==> config.mk <==
export PLATFORM = sky130hd
export DESIGN_NAME = fstat_reg
export DESIGN_NICKNAME = d
export VERILOG_FILES = /design/src/rtl/fstat_pkg.sv /design/src/rtl/fstat_flag.sv /design/src/rtl/fstat_ecc_bank.sv /design/src/rtl/fstat_rdmux.sv /design/src/rtl/fstat_reg.sv
export SDC_FILE = /design/constraint.sdc
export NUM_CORES = 1
export LEC_CHECK = 0
export ABC_AREA = 1
export BUFFER_PORTS_ARGS = -buffer_cell sky130_fd_sc_hd__buf_2
export CAP_MARGIN = 10
export CORE_AREA = 2 2 44 46
export CTS_BUF_LIST = sky130_fd_sc_hd__clkbuf_4 sky130_fd_sc_hd__clkbuf_8 sky130_fd_sc_hd__clkbuf_16
export CTS_CLUSTER_SIZE = 12
export DETAILED_ROUTE_END_ITERATION = 7
export DIE_AREA = 0 0 46 48
export GPL_TIMING_DRIVEN = 0
export PLACE_DENSITY = 0.8
export SKIP_LAST_GASP = 1
export SYNTH_ARGS = -nofsm -noshare
export SYNTH_HDL_FRONTEND = slang
export SYNTH_HIERARCHICAL = 1
export SYNTH_SLANG_ARGS = --single-unit
==> constraint.sdc <==
create_clock -name clk_i -period 1.03 [get_ports clk_i]
set_clock_uncertainty 0.05 [all_clocks]
set_input_delay 0.103 -clock clk_i [delete_from_list [all_inputs] [get_ports clk_i]]
set_output_delay 0.103 -clock clk_i [all_outputs]
set_load 0.02 [all_outputs]
==> src/rtl/fstat_pkg.sv <==
package fstat_pkg;
   localparam int FLAG_RDY  = 0;
   localparam int FLAG_CMD  = 1;
   localparam int FLAG_LOCK = 2;
   localparam int FLAG_FERR = 3;
   localparam int ECC_BASE  = 16;
   localparam int ECC_KINDS = 2;   // 0: single corrected, 1: multi uncorrected

   function automatic int ecc_pos(input int half, input int kind);
      return ECC_BASE + ECC_KINDS * half + kind;
   endfunction
endpackage

==> src/rtl/fstat_flag.sv <==
module fstat_flag #(
   parameter bit SET_WINS = 1'b1
) (
   input  logic clk_i,
   input  logic rst_ni,
   input  logic set_i,
   input  logic clr_i,
   output logic flag_o
);
   logic d;

   generate
      if (SET_WINS) begin : g_set_wins
         assign d = set_i | (flag_o & ~clr_i);
      end else begin : g_clr_wins
         assign d = (set_i | flag_o) & ~clr_i;
      end
   endgenerate

   always_ff @(posedge clk_i or negedge rst_ni) begin
      if (!rst_ni) flag_o <= 1'b0;
      else         flag_o <= d;
   end
endmodule

==> src/rtl/fstat_ecc_bank.sv <==
module fstat_ecc_bank #(
   parameter int NUM_HALVES = 2
) (
   input  logic                  clk_i,
   input  logic                  rst_ni,
   input  logic                  clr_i,
   input  logic [NUM_HALVES-1:0] single_evt_i,
   input  logic [NUM_HALVES-1:0] multi_evt_i,
   output logic [NUM_HALVES-1:0] single_q_o,
   output logic [NUM_HALVES-1:0] multi_q_o
);
   generate
      for (genvar h = 0; h < NUM_HALVES; h++) begin : g_half
         fstat_flag #(.SET_WINS(1'b1)) u_single (
            .clk_i  (clk_i),
            .rst_ni (rst_ni),
            .set_i  (single_evt_i[h]),
            .clr_i  (clr_i),
            .flag_o (single_q_o[h])
         );
         fstat_flag #(.SET_WINS(1'b1)) u_multi (
            .clk_i  (clk_i),
            .rst_ni (rst_ni),
            .set_i  (multi_evt_i[h]),
            .clr_i  (clr_i),
            .flag_o (multi_q_o[h])
         );
      end
   endgenerate
endmodule

==> src/rtl/fstat_rdmux.sv <==
module fstat_rdmux
   import fstat_pkg::*;
#(
   parameter int DATA_W     = 32,
   parameter int NUM_HALVES = 2
) (
   input  logic                  sel_i,
   input  logic                  rdy_i,
   input  logic                  cmd_i,
   input  logic                  lock_i,
   input  logic                  ferr_i,
   input  logic [NUM_HALVES-1:0] single_i,
   input  logic [NUM_HALVES-1:0] multi_i,
   output logic [DATA_W-1:0]     data_o
);
   logic [DATA_W-1:0] word;

   always_comb begin
      word            = '0;
      word[FLAG_RDY]  = rdy_i;
      word[FLAG_CMD]  = cmd_i;
      word[FLAG_LOCK] = lock_i;
      word[FLAG_FERR] = ferr_i;
      for (int h = 0; h < NUM_HALVES; h++) begin
         word[ecc_pos(h, 0)] = single_i[h];
         word[ecc_pos(h, 1)] = multi_i[h];
      end
   end

   assign data_o = sel_i ? word : '0;
endmodule

==> src/rtl/fstat_reg.sv <==
module fstat_reg
   import fstat_pkg::*;
#(
   parameter int                 ADDR_W     = 8,
   parameter int                 DATA_W     = 32,
   parameter int                 NUM_HALVES = 2,
   parameter logic [ADDR_W-1:0]  STS_OFS    = 'h08,
   parameter bit                 IRQ_REG    = 1'b0
) (
   input  logic                  clk_i,
   input  logic                  rst_ni,
   input  logic                  rd_en_i,
   input  logic [ADDR_W-1:0]     rd_addr_i,
   output logic [DATA_W-1:0]     rd_data_o,
   input  logic                  cmd_wr_i,
   input  logic                  prog_start_i,
   input  logic                  busy_i,
   input  logic                  rdy_irq_en_i,
   input  logic                  cmd_err_evt_i,
   input  logic                  lock_err_evt_i,
   input  logic                  verify_fail_evt_i,
   input  logic [NUM_HALVES-1:0] ecc_single_evt_i,
   input  logic [NUM_HALVES-1:0] ecc_multi_evt_i,
   output logic                  irq_o
);
   localparam int TOP_BIT = ECC_BASE + ECC_KINDS * NUM_HALVES - 1;

   generate
      if (NUM_HALVES < 1) begin : g_bad_halves
         $error("fstat_reg: NUM_HALVES must be at least 1");
      end
      if (TOP_BIT >= DATA_W) begin : g_bad_width
         $error("fstat_reg: DATA_W too narrow for the ECC flags");
      end
   endgenerate

   logic                  sts_rd;
   logic                  rdy;
   logic                  cmd_q;
   logic                  lock_q;
   logic                  ferr_q;
   logic [NUM_HALVES-1:0] ecc_s_q;
   logic [NUM_HALVES-1:0] ecc_m_q;
   logic                  cmd_clr;

   assign sts_rd  = rd_en_i && (rd_addr_i == STS_OFS);
   assign rdy     = ~busy_i;
   assign cmd_clr = sts_rd | cmd_wr_i;

   fstat_flag #(.SET_WINS(1'b1)) u_cmd (
      .clk_i (clk_i), .rst_ni (rst_ni),
      .set_i (cmd_err_evt_i), .clr_i (cmd_clr), .flag_o (cmd_q)
   );

   fstat_flag #(.SET_WINS(1'b1)) u_lock (
      .clk_i (clk_i), .rst_ni (rst_ni),
      .set_i (lock_err_evt_i), .clr_i (cmd_clr), .flag_o (lock_q)
   );

   fstat_flag #(.SET_WINS(1'b1)) u_ferr (
      .clk_i (clk_i), .rst_ni (rst_ni),
      .set_i (verify_fail_evt_i), .clr_i (prog_start_i), .flag_o (ferr_q)
   );

   fstat_ecc_bank #(.NUM_HALVES(NUM_HALVES)) u_ecc (
      .clk_i        (clk_i),
      .rst_ni       (rst_ni),
      .clr_i        (sts_rd),
      .single_evt_i (ecc_single_evt_i),
      .multi_evt_i  (ecc_multi_evt_i),
      .single_q_o   (ecc_s_q),
      .multi_q_o    (ecc_m_q)
   );

   fstat_rdmux #(.DATA_W(DATA_W), .NUM_HALVES(NUM_HALVES)) u_mux (
      .sel_i    (sts_rd),
      .rdy_i    (rdy),
      .cmd_i    (cmd_q),
      .lock_i   (lock_q),
      .ferr_i   (ferr_q),
      .single_i (ecc_s_q),
      .multi_i  (ecc_m_q),
      .data_o   (rd_data_o)
   );

   generate
      if (IRQ_REG) begin : g_irq_reg
         logic irq_q;
         always_ff @(posedge clk_i or negedge rst_ni) begin
            if (!rst_ni) irq_q <= 1'b0;
            else         irq_q <= rdy & rdy_irq_en_i;
         end
         assign irq_o = irq_q;
      end else begin : g_irq_comb
         assign irq_o = rdy & rdy_irq_en_i;
      end
   endgenerate
endmodule

==> impl_results.md <==
- Final hold slack: 0.0438 ns
- Vias per Instance: approximately 3.7
- Vias: 640
- Die area: 0.00221 mm²
- Kind of critical path: in2out
- Static leakage: 0.000717 µW
- Sequential area share after synthesis: 0.296
- Hold/Removal Path Class: in2reg
- Die Y: approximately 48 µm
- HPWL after detailed placement: between 1000 and 1500 µm
- Post-Syn Area per Cell: 6.80 µm²
- First-pass GRT wire length: 1930 µm
- Final hold violation count: 0
- CTS tree: done
- Maximum vdd drop: about 0.46 mV
- IO Port Bufs: 30
- CP Max Fanout: 8
- Worst EP required: 0.88 ns
- Clk slew on worst S/H paths: approximately 0.050 ns
- Initial antenna violation count: 0
- Post-Syn Area: 592 µm²
- H-Tree Depth: 1
- DR iter-0 viols: 6
- CTS Buf Count: 3
- Antenna-violating nets left: 0
- Status: finished, violations left
- Yosys cell types: 11
- Flop pwr share: 0.356
- CP Capture Type: output pin
- Post-synthesis instance total: 87
- Die X: roughly 46 µm
- Longest Clk Path Bufs: 2
- DR WL/cell: between 8 and 9 µm
- Switching Share: 0.303
- Crit path time final: about 1.1 ns
- Pre-Repair DR Iteration Count: 4
- Psw: 247 µW
- Pint: ~570 µW
- Setup violators final: 8
- Commonest non-fill, non-tap cell in the layout: buf_4
- Vias in the first global route: just under 500
- Comb power frac: 0.352
- Failing checks: setup timing
- PD cells: 732 mW/mm²
- Clock Sinks: 7
- Slew Viols, Final: 0
- Yosys reg bits: 7
- Layout cell share with drive strength beyond 1: 0.478
- Number of diodes: 0
- Worst EP arrival: 0.94 ns
- Post-route DRC: 0
- Largest net degree at the start of global routing: 9
- Synth warnings: 6
- Area Growth Syn to Fin: 87.9%
- Max Cap Viol: 0
- # rows: 15
- Max Clk Rate: between 900 and 1000 MHz
- Skew-Pair Late Insertion Delay: 0.24 ns
- Final setup margin: -0.0631 ns
- Dpl ws: -0.221 ns
- Critical Path Start Type: primary input
- Gpl congestion: around 0.6
- Initial core utilization: 0.350
- Total wire length: approximately 1600 µm
- Clk network pwr share: 0.293
- Part of the cycle the worst path needs: 1.06
- Net count, final: 180
- Root Buffer: clkbuf_4
- Core ar.: roughly 0.0017 mm²
- I/O pin cnt: 55
- Gr ovfl total: 0
- RSZ-0062 raised after global routing: yes
- Most frequent cells in the layout: buf_4 (29), conb_1 (24), nand2_1 (21), inv_1 (20), buf_2 (17)
- Total track usage: 0.126
[power groups by stage]
stage	Clock (µW)	Combinational (µW)	Sequential, µW
after floorplan	0	176	292
after global placement	0	225	292
after detailed placement	0	227	293
after CTS	247	270	288
after global routing	268	310	290
final	238	286	289
[state kept, by name, summed over array words and instances (netlist names)]
| register | cells |
|---|---|
| u_ecc/g_half.u_multi/flag_o | 2 |
| u_cmd/flag_o | 1 |
| u_ferr/flag_o | 1 |
| u_lock/flag_o | 1 |
| u_ecc/g_half.u_single/flag_o | 2 |
[logic make-up (layout without fill, tap and decap cells)]
group	Yosys count	after routing	synth area share
flip-flops	7	7	0.296
AND/OR/NAND/NOR	29	29	0.214
buffers and inverters	49	96	0.465
AO/OA/AOI/OAI	1	1	0.0190
other	1	24	0.00634
[worst paths after layout]
path,from,endpoint,slack (ns),cells past startpoint
setup reg to reg,u_ferr/flag_o$_DFF_PN0_,u_ferr/flag_o$_DFF_PN0_,0.33,2
min in group asynchronous,rst_ni,u_lock/flag_o$_DFF_PN0_,0.17,2
setup / recovery,rd_addr_i[2],rd_data_o[19],-0.06,7
hold reg to reg,u_ecc/g_half[0].u_multi/flag_o$_DFF_PN0_,u_ecc/g_half[0].u_multi/flag_o$_DFF_PN0_,0.42,2
max in group asynchronous,rst_ni,u_ecc/g_half[1].u_single/flag_o$_DFF_PN0_,0.61,2
hold / removal,prog_start_i,u_ferr/flag_o$_DFF_PN0_,0.04,4
[layer usage]
layer	routed length [µm]	share of wire	track usage
met1	487	0.31	0.115
met2	885	0.57	0.258
met3	178	0.11	0.0453
met4	0	0	0.0343
met5	0	0	0
[cells in the mapped netlist (all sizes together)]
cell,instances,share of area
dfrtp,7,0.30
buf,25,0.31
conb,1,0.0063
o21bai,1,0.019
nand3b,1,0.013
nor2,5,0.044
nand3,1,0.017
nand2,22,0.14
inv,24,0.15
[per-stage QoR]
step                      total power [µW]  area (µm²)   util  setup TNS, ns  instances
final                                  814        1110  0.659         -0.397        174
after global routing                   869        1110  0.659         -0.658        174
after CTS                              805        1080  0.641        -0.0878        172
after detailed placement               520         852  0.504          -1.70        157
after global placement                 517         852  0.504          -1.77        157
after floorplan                        467         681      -              0        110
[layout make-up]
class | count | area (µm²)
clock inverters | 1 | 5.00
well taps | 17 | 21.3
multi-input cells | 54 | 258
clock buffers | 3 | 22.5
inverters | 24 | 90.1
repair buffers | 43 | 349
fillers | 134 | 577
flip-flops and latches | 7 | 175
plain buffers | 25 | 191
[repair_timing]
| action | 4_1_cts | 5_1_grt |
|---|---|---|
| endpoints found under the setup margin | 8 | 8 |
| gates cloned | 0 | 0 |
| hold endpoints to repair | 14 | 0 |
| gates resized for setup | 26 | 7 |
| pin swaps | 6 | 1 |
| buffers inserted | 3 | 2 |
| hold buffers | 8 | 0 |
[critical path, cell delays in order]
cell      delay, ns
buf_6          0.09
nand3b_1       0.21
nor2_4         0.15
buf_6          0.14
nand2_1        0.06
inv_1          0.06
buf_6          0.11
No activity file was read; power rests on OpenSTA's default activity.
